==> src/rtl/i2c_stat_pkg.sv <==
package i2c_stat_pkg;
  localparam int ST_BUSY = 5;
  localparam int ST_ARBL = 4;
  localparam int ST_RAM  = 3;
  localparam int ST_SRW  = 2;
  localparam int ST_IF   = 1;
  localparam int DF_START = 0;
  localparam int DF_STOP  = 1;

  typedef enum logic [1:0] {
    WSEL_CTRL = 2'd0,
    WSEL_STAT = 2'd1,
    WSEL_DET  = 2'd2,
    WSEL_NONE = 2'd3
  } wsel_e;

  localparam logic [1:0] TMO_SCL_HIGH = 2'd1;
  localparam logic [1:0] TMO_SDA_HIGH = 2'd2;

  // timeouts on a line stuck high do not raise the pending flag
  function automatic logic tmo_counts(input logic [1:0] kind);
    return !(kind == TMO_SCL_HIGH || kind == TMO_SDA_HIGH);
  endfunction

  // byte-complete point moves with the acknowledge-timing setting
  function automatic logic byte_point(input logic fack, input logic b8, input logic ack);
    return fack ? b8 : ack;
  endfunction

  // write-one-to-clear test on one bit position of the write byte
  function automatic logic w1c_bit(input logic [7:0] data, input int pos);
    return |(data & (8'd1 << pos));
  endfunction
endpackage

==> src/rtl/i2c_bus_track.sv <==
module i2c_bus_track (
  input  logic clk,
  input  logic rst_n,
  input  logic ev_start,
  input  logic ev_stop,
  input  logic ssie,
  input  logic clr_start,
  input  logic clr_stop,
  output logic busy,
  output logic startf,
  output logic stopf
);
  always_ff @(posedge clk) begin
    if (!rst_n) begin
      busy   <= 1'b0;
      startf <= 1'b0;
      stopf  <= 1'b0;
    end else begin
      busy   <= ev_start | (busy & ~ev_stop);
      startf <= (ssie & ev_start) | (startf & ~clr_start);
      stopf  <= (ssie & ev_stop)  | (stopf  & ~clr_stop);
    end
  end
endmodule

==> src/rtl/i2c_addr_cmp.sv <==
module i2c_addr_cmp #(
  parameter int AW = 7
) (
  input  logic          clk,
  input  logic          rst_n,
  input  logic          ev_addr,
  input  logic [AW-1:0] addr_rx,
  input  logic          addr_rw,
  input  logic          ext_hit,
  input  logic          rmen,
  input  logic          iicie,
  input  logic [AW-1:0] lo,
  input  logic [AW-1:0] hi,
  input  logic          ctrl_wr,
  output logic          rng_hit,
  output logic          any_hit,
  output logic          ram,
  output logic          srw
);
  function automatic logic in_window(input logic [AW-1:0] a,
                                     input logic [AW-1:0] l,
                                     input logic [AW-1:0] h);
    return (a != '0) && ((a == h) || ((a >= l) && (a <= h)));
  endfunction

  assign rng_hit = ev_addr & rmen & in_window(addr_rx, lo, hi);
  assign any_hit = (ev_addr & ext_hit) | rng_hit;

  always_ff @(posedge clk) begin
    if (!rst_n) begin
      ram <= 1'b0;
      srw <= 1'b0;
    end else begin
      ram <= (rng_hit & iicie) | (ram & ~ctrl_wr);
      if (any_hit) srw <= addr_rw;
    end
  end
endmodule

==> src/rtl/i2c_irq_flag.sv <==
module i2c_irq_flag (
  input  logic clk,
  input  logic rst_n,
  input  logic byte_pt,
  input  logic arb,
  input  logic addr_hit,
  input  logic tmo_hit,
  input  logic det_ev,
  input  logic det_pend,
  input  logic clr_arbl,
  input  logic clr_if,
  output logic arbl,
  output logic iicif,
  output logic iicif_set
);
  logic relatch;

  assign iicif_set = byte_pt | arb | addr_hit | tmo_hit | det_ev;
  assign relatch   = det_pend & ~iicif;

  always_ff @(posedge clk) begin
    if (!rst_n) begin
      arbl  <= 1'b0;
      iicif <= 1'b0;
    end else begin
      arbl  <= arb | (arbl & ~clr_arbl);
      iicif <= iicif_set | relatch | (iicif & ~clr_if);
    end
  end
endmodule

==> src/rtl/i2c_stat_irq.sv <==
module i2c_stat_irq #(
  parameter int AW = 7
) (
  input  logic          clk,
  input  logic          rst_n,
  input  logic          ev_start,
  input  logic          ev_stop,
  input  logic          ev_arb_lost,
  input  logic          ev_byte8,
  input  logic          ev_ack_done,
  input  logic          ev_tmo,
  input  logic [1:0]    tmo_kind,
  input  logic          ev_addr,
  input  logic [AW-1:0] addr_rx,
  input  logic          addr_rw,
  input  logic          addr_ext_hit,
  input  logic          cfg_fack,
  input  logic          cfg_ssie,
  input  logic          cfg_rmen,
  input  logic          cfg_iicie,
  input  logic [AW-1:0] cfg_lo_addr,
  input  logic [AW-1:0] cfg_hi_addr,
  input  logic          wr_en,
  input  logic [1:0]    wr_sel,
  input  logic [7:0]    wr_data,
  output logic [7:0]    status,
  output logic [7:0]    det_flags,
  output logic          irq
);
  import i2c_stat_pkg::*;

  logic wr_ctrl, wr_stat, wr_det;
  logic busy, startf, stopf;
  logic rng_hit, any_hit, ram, srw;
  logic arbl, iicif, iicif_set;
  logic byte_pt, tmo_hit, det_ev;

  assign wr_ctrl = wr_en && (wr_sel == WSEL_CTRL);
  assign wr_stat = wr_en && (wr_sel == WSEL_STAT);
  assign wr_det  = wr_en && (wr_sel == WSEL_DET);

  assign byte_pt = byte_point(cfg_fack, ev_byte8, ev_ack_done);
  assign tmo_hit = ev_tmo & tmo_counts(tmo_kind);
  assign det_ev  = cfg_ssie & (ev_start | ev_stop);

  i2c_bus_track u_bus (
    .clk       (clk),
    .rst_n     (rst_n),
    .ev_start  (ev_start),
    .ev_stop   (ev_stop),
    .ssie      (cfg_ssie),
    .clr_start (wr_det & w1c_bit(wr_data, DF_START)),
    .clr_stop  (wr_det & w1c_bit(wr_data, DF_STOP)),
    .busy      (busy),
    .startf    (startf),
    .stopf     (stopf)
  );

  i2c_addr_cmp #(.AW(AW)) u_addr (
    .clk     (clk),
    .rst_n   (rst_n),
    .ev_addr (ev_addr),
    .addr_rx (addr_rx),
    .addr_rw (addr_rw),
    .ext_hit (addr_ext_hit),
    .rmen    (cfg_rmen),
    .iicie   (cfg_iicie),
    .lo      (cfg_lo_addr),
    .hi      (cfg_hi_addr),
    .ctrl_wr (wr_ctrl),
    .rng_hit (rng_hit),
    .any_hit (any_hit),
    .ram     (ram),
    .srw     (srw)
  );

  i2c_irq_flag u_irq (
    .clk       (clk),
    .rst_n     (rst_n),
    .byte_pt   (byte_pt),
    .arb       (ev_arb_lost),
    .addr_hit  (any_hit),
    .tmo_hit   (tmo_hit),
    .det_ev    (det_ev),
    .det_pend  (startf | stopf),
    .clr_arbl  (wr_stat & w1c_bit(wr_data, ST_ARBL)),
    .clr_if    (wr_stat & w1c_bit(wr_data, ST_IF)),
    .arbl      (arbl),
    .iicif     (iicif),
    .iicif_set (iicif_set)
  );

  always_comb begin
    status           = '0;
    status[ST_BUSY]  = busy;
    status[ST_ARBL]  = arbl;
    status[ST_RAM]   = ram;
    status[ST_SRW]   = srw;
    status[ST_IF]    = iicif;
    det_flags           = '0;
    det_flags[DF_START] = startf;
    det_flags[DF_STOP]  = stopf;
  end

  assign irq = iicif & cfg_iicie;
endmodule

==> config.mk <==
export PLATFORM = sky130hd
export DESIGN_NAME = i2c_stat_irq
export DESIGN_NICKNAME = d
export VERILOG_FILES = /design/src/rtl/i2c_stat_pkg.sv /design/src/rtl/i2c_bus_track.sv /design/src/rtl/i2c_addr_cmp.sv /design/src/rtl/i2c_irq_flag.sv /design/src/rtl/i2c_stat_irq.sv
export SDC_FILE = /design/constraint.sdc
export NUM_CORES = 1
export LEC_CHECK = 0
export BUFFER_PORTS_ARGS = -buffer_cell sky130_fd_sc_hd__buf_2
export CORE_UTILIZATION = 40
export CTS_BUF_LIST = sky130_fd_sc_hd__clkbuf_2
export CTS_CLUSTER_SIZE = 16
export DETAILED_ROUTE_END_ITERATION = 8
export PLACE_DENSITY = 0.86
export SLEW_MARGIN = 20
export SYNTH_ARGS = -nofsm -noshare
export SYNTH_HDL_FRONTEND = slang
export SYNTH_SLANG_ARGS = --single-unit
==> constraint.sdc <==
create_clock -name clk -period 1.7 [get_ports clk]
set_input_delay 0.34 -clock clk [delete_from_list [all_inputs] [get_ports clk]]
set_output_delay 0.34 -clock clk [all_outputs]
set_load 0.05 [all_outputs]
# Word-level counts from Yosys, hierarchy flattened

Index checks and enable logic that the tools add are counted.

$lt $le $gt $ge: 2
Equal/unequal tests: 5
Mux-type cells: 1
Bitwise logic cells: 41
Reduce and logical (&&, ||, !) cells: 10

Operators by type and width:

| cell                                           | number |
|---|---|
| AND 1 bit                                      | 20 |
| OR 1 bit                                       | 14 |
| == test 7 bit                                  | 1 |
| greater-or-equal comparator 7 bit              | 1 |
| <= comparator 7 bit                            | 1 |
| NOT 1 bit                                      | 7 |
| nonzero test 7 bit                             | 1 |
| logical AND 1 bit                              | 5 |
| == test 2 x 1 -> 1 bit (second input constant) | 2 |
| == test 2 bit (second input constant)          | 2 |
| logical NOT 2 bit                              | 1 |
| logical OR 1 bit                               | 2 |
| logical NOT 1 bit                              | 1 |
| two-way mux 1 bit                              | 1 |

Register bits: 7
Input bits: 49
Output and inout bits: 17
Logic and storage cells: 66

# Logic depth before layout (Yosys ltp)

Gate-level depths: netlist of run 1.

Word-level depth: 11
Mapped depth: 8
Gate-level depth less buffers: 8

# Cells and area by module

From an unflattened synthesis of run 1, not the netlist that was laid out.

Cells, all modules: 109
Area, all modules: 887.1 µm²

Modules (own cells, without submodules):

| module        | instances | cells an instance | area an instance (µm²) | seq. area each (µm²) |
|---|---|---|---|---|
| i2c_addr_cmp  | 1         | 60                | 454.2                  | 40.0 |
| i2c_stat_irq  | 1         | 29                | 229.0                  | 0.0 |
| i2c_bus_track | 1         | 11                | 108.9                  | 60.1 |
| i2c_irq_flag  | 1         | 9                 | 95.1                   | 40.0 |

# Worst setup path before layout of run 1

OpenSTA, ideal clock, no wires.

Kind: input to register
Start point: input cfg_hi_addr[2]
End point: register u_addr.srw
Setup time: 0.072 ns
Arrival: 1.431 ns
Data required time: 1.628 ns
Slack: 0.197 ns
Stages: 8
Buffers on the path: 0
Cell sequence: inv_1 > ha_1 > nand2_1 > o21ai_1 > a21oi_1 > o21a_1 > a31oi_2 > mux2i_1

Cells in the longest elaborated chain, start to end: 6
Elaborated cells on any way between the ends: 7
Those cells by class: order compare: 1; eq/ne: 1; bitwise: 2; reduce/logical: 3

Ends and longest elaborated chain:

| item                 | RTL line           | source |
|---|---|---|
| start, declared      | i2c_stat_irq.sv:22 | `input logic [AW-1:0] cfg_hi_addr,` |
| <= comparator 7 bit  | i2c_addr_cmp.sv:23 | `return (a != '0) && ((a == h) \|\| ((a >= l) && (a <= h)));` |
| logical AND 1 bit    | i2c_addr_cmp.sv:23 |  |
| logical OR 1 bit *   | i2c_addr_cmp.sv:23 |  |
| logical AND 1 bit *  | i2c_addr_cmp.sv:23 |  |
| AND 1 bit *          | i2c_addr_cmp.sv:26 | `assign rng_hit = ev_addr & rmen & in_window(addr_rx, lo, hi);` |
| OR 1 bit *           | i2c_addr_cmp.sv:27 | `assign any_hit = (ev_addr & ext_hit) \| rng_hit;` |
| end signal, assigned | i2c_addr_cmp.sv:35 | `if (any_hit) srw <= addr_rw;` |
| end, declared        | i2c_addr_cmp.sv:18 | `output logic srw` |

Every way passes the cells marked *; elsewhere a longest branch is shown, timed or not.
A chain may end at the register's enable or synchronous reset.

# Final worst setup path of run 1

Start point: input addr_rx[2]
End point: register u_addr.srw

Cells in the longest elaborated chain, start to end: 6
Elaborated cells on any way between the ends: 9
Those cells by class: order compare: 2; eq/ne: 1; bitwise: 2; reduce/logical: 4

Ends and longest elaborated chain:

| item                                                                     | RTL line           | source |
|---|---|---|
| start, declared                                                          | i2c_stat_irq.sv:14 | `input logic [AW-1:0] addr_rx,` |
| greater-or-equal comparator 7 bit or <= comparator 7 bit (tied branches) | i2c_addr_cmp.sv:23 |  |
| logical AND 1 bit                                                        | i2c_addr_cmp.sv:23 |  |
| logical OR 1 bit                                                         | i2c_addr_cmp.sv:23 |  |
| logical AND 1 bit *                                                      | i2c_addr_cmp.sv:23 |  |
| AND 1 bit *                                                              | i2c_addr_cmp.sv:26 |  |
| OR 1 bit *                                                               | i2c_addr_cmp.sv:27 |  |

Marks and branches as above.

==> results of run 1 <==
## layout by cell type (no fill, tap or decap)
cell type / synthesis / routed
nor2_1: 4 / 4
a31oi_2: 1 / 1
nand2_2: 1 / 1
buf_2: 0 / 51
mux2i_1: 2 / 2
nor2b_1: 5 / 5
nand3_1: 1 / 1
a31oi_1: 2 / 2
a211oi_1: 1 / 1
nor3b_1: 1 / 1
inv_1: 14 / 14
o21a_1: 2 / 2
o21ai_0: 1 / 1
o21ai_1: 2 / 2
a21o_1: 2 / 2
nor4_2: 1 / 1
a2111oi_0: 1 / 1
nand4b_1: 2 / 2
a22oi_1: 2 / 2
a21boi_1: 1 / 1
xnor2_1: 1 / 1
o31a_1: 1 / 1
nand4_1: 2 / 2
dfxtp_1: 7 / 7
buf_4: 16 / 2
clkbuf_2: 0 / 4
conb_1: 1 / 9
ha_1: 14 / 14
and2_1: 1 / 1
a22o_1: 1 / 1
a21oi_1: 7 / 7
nor3_1: 2 / 2
nand2_1: 8 / 8
## layout make-up
| cell class | count | area (um2) |
|---|---|---|
| clock buffers | 4 | 20.0 |
| fillers | 210 | 892 |
| inverters | 14 | 52.6 |
| multi-input cells | 78 | 553 |
| flip-flops and latches | 7 | 140 |
| well taps | 27 | 33.8 |
| repair buffers | 53 | 270 |
## worst reg2reg max path, cell delays in order (launching register included)
cell       delay [ns]
dfxtp_1          0.32
nor3_1           0.21
a31oi_1          0.08
a2111oi_0        0.49
a21boi_1         0.12
## power by group through the flow
stage | combinational (mW) | sequential [mW] | clock (mW)
3_5_place_dp | 0.275 | 0.184 | 0
5_1_grt | 0.302 | 0.181 | 0.129
3_3_place_gp | 0.263 | 0.183 | 0
6_report | 0.274 | 0.180 | 0.117
4_1_cts | 0.276 | 0.180 | 0.125
2_1_floorplan | 0.208 | 0.183 | 0
## cells by family after synthesis
kind of cell	after synthesis
AO/OA/AOI/OAI	24
multiplexers	2
buffers and inverters	30
other	1
XOR/XNOR	1
AND/OR/NAND/NOR	28
flip-flops	7
adder cells (fa/ha/maj)	14
## path summary, 6_finish.rpt
| path | end |
|---|---|
| worst min register to register | u_addr.srw |
| worst min-delay path | u_addr.srw |
| worst max-delay path | u_addr.srw |
| worst max register to register | u_irq.iicif |
## registers in the layout (all words and copies together) (netlist names)
| signal | flops |
|---|---|
| u_addr.ram | 1 |
| u_addr.srw | 1 |
| u_bus.busy | 1 |
| u_bus.startf | 1 |
| u_bus.stopf | 1 |
| u_irq.arbl | 1 |
| u_irq.iicif | 1 |
## metrics by stage
step	std cells	setup WS [ns]	TNS (ns)	utilization (%)	power, mW
detailed placement	179	-0.0390	-0.0474	53.5	0.459
CTS	183	0.207	0	54.5	0.582
global route	183	0.0798	0	54.5	0.613
global placement	179	-0.00154	-0.00154	53.5	0.447
finish	183	0.192	0	54.5	0.571
floorplan	115	0.197	0	-	0.390
## routing by layer
metal | track usage, % | part of all wire, % | vias to the layer above
met5 | 0 | 0 | -
met4 | 10.0 | 1.0 | 0
li1 | - | - | 445
met1 | 15.4 | 38 | 375
met2 | 35.1 | 52 | 49
met3 | 1.13 | 9.0 | 2
==> qor.txt, run 1 <==
P per Cell Area - 533 mW/mm2
nets - 220
Max Clock Skew - 0.00175 ns
FF+latch count, synth - 7
number of top-level pins - 66
fin. max-slew vios - 0
initial antenna violation count - 0
Site Rows - 16
most common cell in the netlist - buf_4
first-pass GRT wire length - 2650 um
fmax - 0.663 GHz
wire per inst - 9.99 um
clk_lat worst skew - 0.22 ns
R2R depth - 4
Setup crit start kind - input port
slowest stage delay, CP - 0.31 ns
ys flop type - dfxtp_1
Final HPWL DP - 1680 um
clock network fraction of total power - 20.4%
Post-Synth Simple-Gate Area - 18.4%
DR iter-0 viols - 9
root buf cell - clkbuf_2
Logic pwr share - 48.0%
core area - 0.00196 mm2
setup slack, reg-to-reg - 0.37 ns
Sw Ratio - 40.7%
Detail Route Antenna Nets - 0
Sequential Power Share - 31.6%
DRC violations left - 1
Crit path max-delay family - compound AO/OA/AOI/OAI gates
RSZ-0062 raised after global routing - false
HP Start - addr_rw
H-tree levels - 1
IO Port Bufs - 51
reg-to-reg startpoint - u_bus.stopf
top post-synthesis cells by count - buf_4 (16), ha_1 (14), inv_1 (14), nand2_1 (8)
clock sinks - 7
DR vias/cell - 4.76
largest family of logic cells by synthesized area - adder cells
RD Place Congestion - 0.746
Final Setup Violations - 0
Num CTS Buffers - 3
Net Sw Power - 0.232 mW
Mapped Avg Cell Area - 7.81 um2
TritonCTS clock tree - done
Min-Delay Path Class - in -> reg
failing checks - design-rule violations
Die Span X - 47.7 um
Post-Syn Instances - 107
Static Leakage - 0.619 nW
Worst path slowest cell - ha_1
WL final - 1830 um
Setup crit end kind - flop
crit path DAT - 1.66 ns
P&R area growth vs syn - 28.0%
Area after DPL - 0.00105 mm2
Post-CTS Setup Repair Bufs - 0
GRT Resource Usage Total - 16.9%
Fin. Hold Viols - 0
CP Cell Sequence - buf_2 -> ha_1 -> nand2_1 -> o21ai_1 -> a21oi_1 -> o21a_1 -> a31oi_2 -> mux2i_1
VDD IR max - 0.260 mV
ant diodes - 0
top cell type by total area after synthesis - ha_1
Synth top area share - 21.0%
CP Max Fanout - 3
multiplexer share of the synthesized area - 2.40%
sequential cell area fraction in the yosys report - 16.8%
WP data required - 1.85 ns
fraction of registers with async set or reset after synthesis - 0%
Tightest Pin Transition - 0.476 ns
Starting Density - 42.6%
crit path from - addr_rx[2]
layout cells sized above 1 - 38.5%
vias - 871
vias in the first global route - 758
Die Area - 0.00228 mm2
Synth Area in Adders - 21.0%
hold_buf cts - 0
Design Area, Final - 0.00107 mm2
warnings from Yosys - 0
Cell Area, Synth - 836 um2
EDFF count, synth - 0
post-cts sizing count - 0
internal power - 0.339 mW
max-cap violations - 0
total global routing overflow - 0
Die Ht - 47.7 um
drt first pass iters - 6
compound-cell area share of the yosys netlist - 19.3%
largest net degree at the start of global routing - 9
max_slew headroom - 67.5%
Hold Crit Depth - 3
Period minus WS final - 1.51 ns
Levels on crit path - 8
Worst Path Buf+Inv - 1
Final period util - 88.7%
Reg clk slew, reported paths - 0.07 ns
xor/xnor share of the synthesized area - 1.05%
Hold Slack - 0.359 ns
status - finished, violations left
Synth area leaders - ha_1 (21%), dfxtp_1 (17%), buf_4 (14%), inv_1 (6.3%), a21oi_1 (4.2%)
Crit Path Category - in -> reg
CTS max path bufs - 2
Synth cell types - 31
Power figures use the tool's default switching activity.
==> run 2, diff against run 1 <==
BUFFER_PORTS_ARGS = -buffer_cell sky130_fd_sc_hd__clkbuf_2   (was -buffer_cell sky130_fd_sc_hd__buf_2)
CORE_UTILIZATION = 41   (was 40)
SYNTH_HIERARCHICAL = 1   (was default)
==> run 2 against run 1 <==
Compared with the run above: via count rose by 4.8%; the flow finishes with violations (negative setup slack); routed wire length rose by 17%; die area rose by 2.7%; critical endpoint is now u_irq/iicif; synthesized area rose by 5.4%; maximum frequency fell by 28%; critical path depth rose by 1; flip-flop and latch count did not move.
==> qor.txt, run 2 <==
total power - 0.626 mW
Area after DPL - 0.00120 mm2
CP Max Fanout - 2
Static Leakage - 0.731 nW
max-cap violations - 0
setup_tns - -0.407 ns
Fin. Hold Viols - 0
fin. max-slew vios - 0
P&R area growth vs syn - 44.2%
H-tree levels - 1
Final Setup Violations - 1
clock sinks - 7
Die Span X - 48.4 um
nets - 233
CTS max path bufs - 2
RSZ-0062 raised after global routing - true
Final period util - 124%
WP data required - 1.83 ns
Min-Delay Path Class - in -> reg
root buf cell - clkbuf_2
clk_lat worst skew - 0.24 ns
Sw Ratio - 41.1%
core area - 0.00198 mm2
wire per inst - 10.9 um
VDD IR max - 0.412 mV
Design Area, Final - 0.00127 mm2
vias in the first global route - 930
Detail Route Antenna Nets - 0
P per Cell Area - 493 mW/mm2
warnings from Yosys - 6
total global routing overflow - 0
clock network fraction of total power - 19.4%
Mapped Avg Cell Area - 8.16 um2
Setup crit start kind - input port
Period minus WS final - 2.11 ns
status - finished, violations left
Cell Area, Synth - 881 um2
drt first pass iters - 4
Die Ht - 48.4 um
final worst slack - -0.407 ns
commonest non-fill, non-tap cell in the layout - clkbuf_2
Final Non-Filler Cells - 196
layout cells sized above 1 - 47.3%
Hold Slack - 0.326 ns
most frequent cells in the layout - clkbuf_2 (53), buf_4 (14), inv_1 (12), ha_1 (12), conb_1 (9)
WL final - 2140 um
number of top-level pins - 66
Setup crit end kind - flop
Post-Syn Instances - 108
fmax - 0.475 GHz
ant diodes - 0
initial antenna violation count - 0
Net Sw Power - 0.257 mW
dpl cells - 191
Crit Path Category - in -> reg
Reg clk slew, reported paths - 0.08 ns
Sequential Power Share - 28.7%
Max Clock Skew - 0.0000858 ns
first-pass GRT wire length - 3490 um
Site Rows - 16
TritonCTS clock tree - done
Starting Density - 44.4%
largest net degree at the start of global routing - 10
GRT Resource Usage Total - 18.9%
IO Port Bufs - 51
failing checks - negative setup slack
Die Area - 0.00234 mm2
Logic pwr share - 51.9%
DRC violations left - 0
vias - 913
RD Place Congestion - 0.806
DR iter-0 viols - 25
Num CTS Buffers - 3
DR vias/cell - 4.66
Final HPWL DP - 1890 um
crit path DAT - 2.24 ns
internal power - 0.369 mW
[run 2: repair_timing]
action,CTS,global route
gates resized for setup,3,2
endpoints found under the setup margin,1,3
hold buffers,0,0
pin swaps,3,4
setup buffers,1,0
hold endpoints to repair,0,0
[run 2: path summary, 6_finish.rpt]
check / startpoint / end / slack (ns) / depth (start not counted)
setup / recovery: cfg_lo_addr[4] / u_irq/iicif / -0.41 / 9
hold / removal: addr_rw / u_addr/srw / 0.33 / 3
setup reg to reg: u_bus/stopf / u_irq/iicif / 0.46 / 3
hold reg to reg: u_addr/srw / u_addr/srw / 0.47 / 2
[run 2: metrics by stage]
step	setup WS [ns]	util, %
after floorplan	-0.600	-
after global placement	-0.812	60.7
after detailed placement	-0.848	60.7
after CTS	-0.402	63.1
after global routing	-0.445	64.1
final	-0.407	64.1
[run 2: critical path: stages]
cell and delay (ns):
clkbuf_16 0.12, inv_12 0.03, ha_4 0.22, a21o_1 0.15, a211o_1 0.24, o221a_2 0.25, a21o_1 0.17, or4_4 0.40
o41a_1 0.31
[run 2: power by group through the flow]
| stage | clock network, mW | registers (mW) | logic, mW |
|---|---|---|---|
| 3_5_place_dp | 0 | 0.184 | 0.308 |
| 2_1_floorplan | 0 | 0.182 | 0.218 |
| 3_3_place_gp | 0 | 0.183 | 0.295 |
| 4_1_cts | 0.126 | 0.180 | 0.318 |
| 5_1_grt | 0.137 | 0.181 | 0.351 |
| 6_report | 0.121 | 0.180 | 0.325 |
[run 2: layout make-up]
class | count | area [um2]
multi-input cells | 80 | 634
well taps | 27 | 33.8
repair buffers | 65 | 380
fillers | 174 | 712
flip-flops and latches | 7 | 140
clock inverters | 1 | 5.00
inverters | 13 | 61.3
clock buffers | 3 | 15.0
[run 2: layer usage]
layer / part of all wire [%] / wire length [um] / vias to the layer above / GRT usage, %
li1: - / - / 475 / -
met4: 1.7 / 36 / 0 / 7.35
met1: 41 / 872 / 402 / 19.7
met3: 4.6 / 99 / 4 / 5.03
met2: 53 / 1130 / 32 / 35.7
met5: 0 / 0 / - / 0
==> run 3, diff against run 2 <==
BUFFER_PORTS_ARGS = default   (was -buffer_cell sky130_fd_sc_hd__clkbuf_2)
CORE_UTILIZATION = 55   (was 41)
DONT_BUFFER_PORTS = 1   (was default)
PLACE_DENSITY = 0.75   (was 0.86)
==> run 3 against run 2 <==
Compared with the run above: the flow still finishes with violations (negative setup slack); maximum frequency up 1.3%; cell count down 34%; register-to-register slack better by 0.10 ns; highest routed layer is now met3.
==> qor.txt, run 3 (same netlist as run 2, synthesis figures left out) <==
CP Max Fanout - 2
Final HPWL DP - 1410 um
Reg clk slew, reported paths - 0.07 ns
DR vias/cell - 5.35
Net Sw Power - 0.204 mW
initial antenna violation count - 0
clock sinks - 7
Sw Ratio - 38.9%
Die Ht - 42.0 um
nets - 177
clk_lat worst skew - 0.22 ns
Post-CTS Setup Repair Bufs - 0
RD Place Congestion - 0.704
ant diodes - 0
first-pass GRT wire length - 2450 um
R2R depth - 3
fin. max-slew vios - 0
Site Rows - 14
flip-flop and latch area - 140 um2
Min-Delay Path Class - in -> reg
Setup crit end kind - flop
fmax - 0.481 GHz
P&R area growth vs syn - 4.83%
Die Area - 0.00177 mm2
Hold Crit Depth - 1
root buf cell - clkbuf_2
Crit Path Category - in -> reg
Final Non-Filler Cells - 129
CTS max path bufs - 2
WP data required - 1.81 ns
drt first pass iters - 4
Detail Route Antenna Nets - 0
# fillers - 142
vias - 690
post-cts sizing count - 0
DR iter-0 viols - 16
clock network fraction of total power - 23.1%
Period minus WS final - 2.08 ns
Num CTS Buffers - 3
DRC violations left - 0
crit path DAT - 2.19 ns
TritonCTS clock tree - done
failing checks - negative setup slack
Area after DPL - 903 um2
IO Port Bufs - 0
H-tree levels - 1
total power - 0.524 mW
P per Cell Area - 567 mW/mm2
Logic pwr share - 38.8%
RSZ-0062 raised after global routing - true
max_slew headroom - 65.9%
Design Area, Final - 923 um2
DR top layer - met3
vias in the first global route - 684
final worst slack - -0.381 ns
Final Setup Violations - 1
Die Span X - 42.0 um
total global routing overflow - 0
commonest non-fill, non-tap cell in the layout - ha_1
number of top-level pins - 66
Fin. Hold Viols - 0
wire per inst - 12.1 um
Final period util - 122%
Max Clock Skew - 0.00589 ns
status - finished, violations left
Tightest Pin Transition - 0.510 ns
Sequential Power Share - 38.0%
VDD IR max - 0.216 mV
layout cells sized above 1 - 19.5%
met3 WL - 136 um
Setup crit start kind - input port
Static Leakage - 0.480 nW
internal power - 0.320 mW
WL final - 1560 um
largest net degree at the start of global routing - 10
met2 WL - 820 um
most frequent cells in the layout - ha_1 (13), inv_1 (12), conb_1 (9), buf_4 (9), dfxtp_1 (7)
GRT Resource Usage Total - 17.4%
max-cap violations - 0
multi-input logic area - 614 um2
M1 WL - 601 um
Starting Density - 58.5%
core area - 0.00151 mm2
dpl cells - 125
final core utilization - 61.3%
DP Worst Slack - -0.648 ns
==> run 3: cell type report <==
cell class	count	area share (%)
Clock buffer	4	2.17
Inverter	13	6.64
Multi-Input combinational cell	80	66.5
Sequential cell	7	15.2
Tap cell	16	2.17
Timing Repair Buffer	9	7.32
==> run 3: worst paths after layout <==
path | slack [ns] | start | end
hold reg to reg | 0.61 | u_irq/iicif | u_irq/iicif
setup reg to reg | 0.56 | u_bus/stopf | u_irq/iicif
hold / removal | 0.23 | rst_n | u_bus/busy
setup / recovery | -0.38 | cfg_lo_addr[4] | u_irq/iicif
==> run 3: per-stage QoR <==
step / setup TNS, ns / hold WS [ns]
finish: -0.381 / 0.228
global route: -0.406 / 0.205
CTS: -0.383 / 0.220
detailed placement: -0.732 / 0.463
global placement: -0.646 / 0.460
floorplan: -0.600 / 0.435
==> run 3: what timing repair did <==
| action | CTS | global route |
|---|---|---|
| pin swaps | 1 | 0 |
| hold buffers | 0 | 0 |
| hold endpoints to repair | 0 | 0 |
| endpoints found under the setup margin | 1 | 1 |
==> run 3: per-layer routing <==
layer / GRT usage, % / vias to the layer above
met5: 0 / -
met4: 5.63 / 0
met3: 3.02 / 0
met2: 36.3 / 37
met1: 16.7 / 290
li1: - / 363
==> run 3: worst max-delay path, stage by stage <==
cell and delay (ns):
inv_12 0.01, ha_4 0.22, a21o_1 0.15, a211o_1 0.25
o221a_2 0.25, a21o_1 0.16, or4_4 0.40, o41a_1 0.40
==> run 3: power groups by stage <==
stage | Sequential [mW] | Combinational [mW] | Clock (mW)
6_report | 0.199 | 0.204 | 0.121
2_1_floorplan | 0.182 | 0.218 | 0
4_1_cts | 0.199 | 0.206 | 0.127
3_3_place_gp | 0.203 | 0.200 | 0
5_1_grt | 0.200 | 0.224 | 0.139
3_5_place_dp | 0.203 | 0.205 | 0
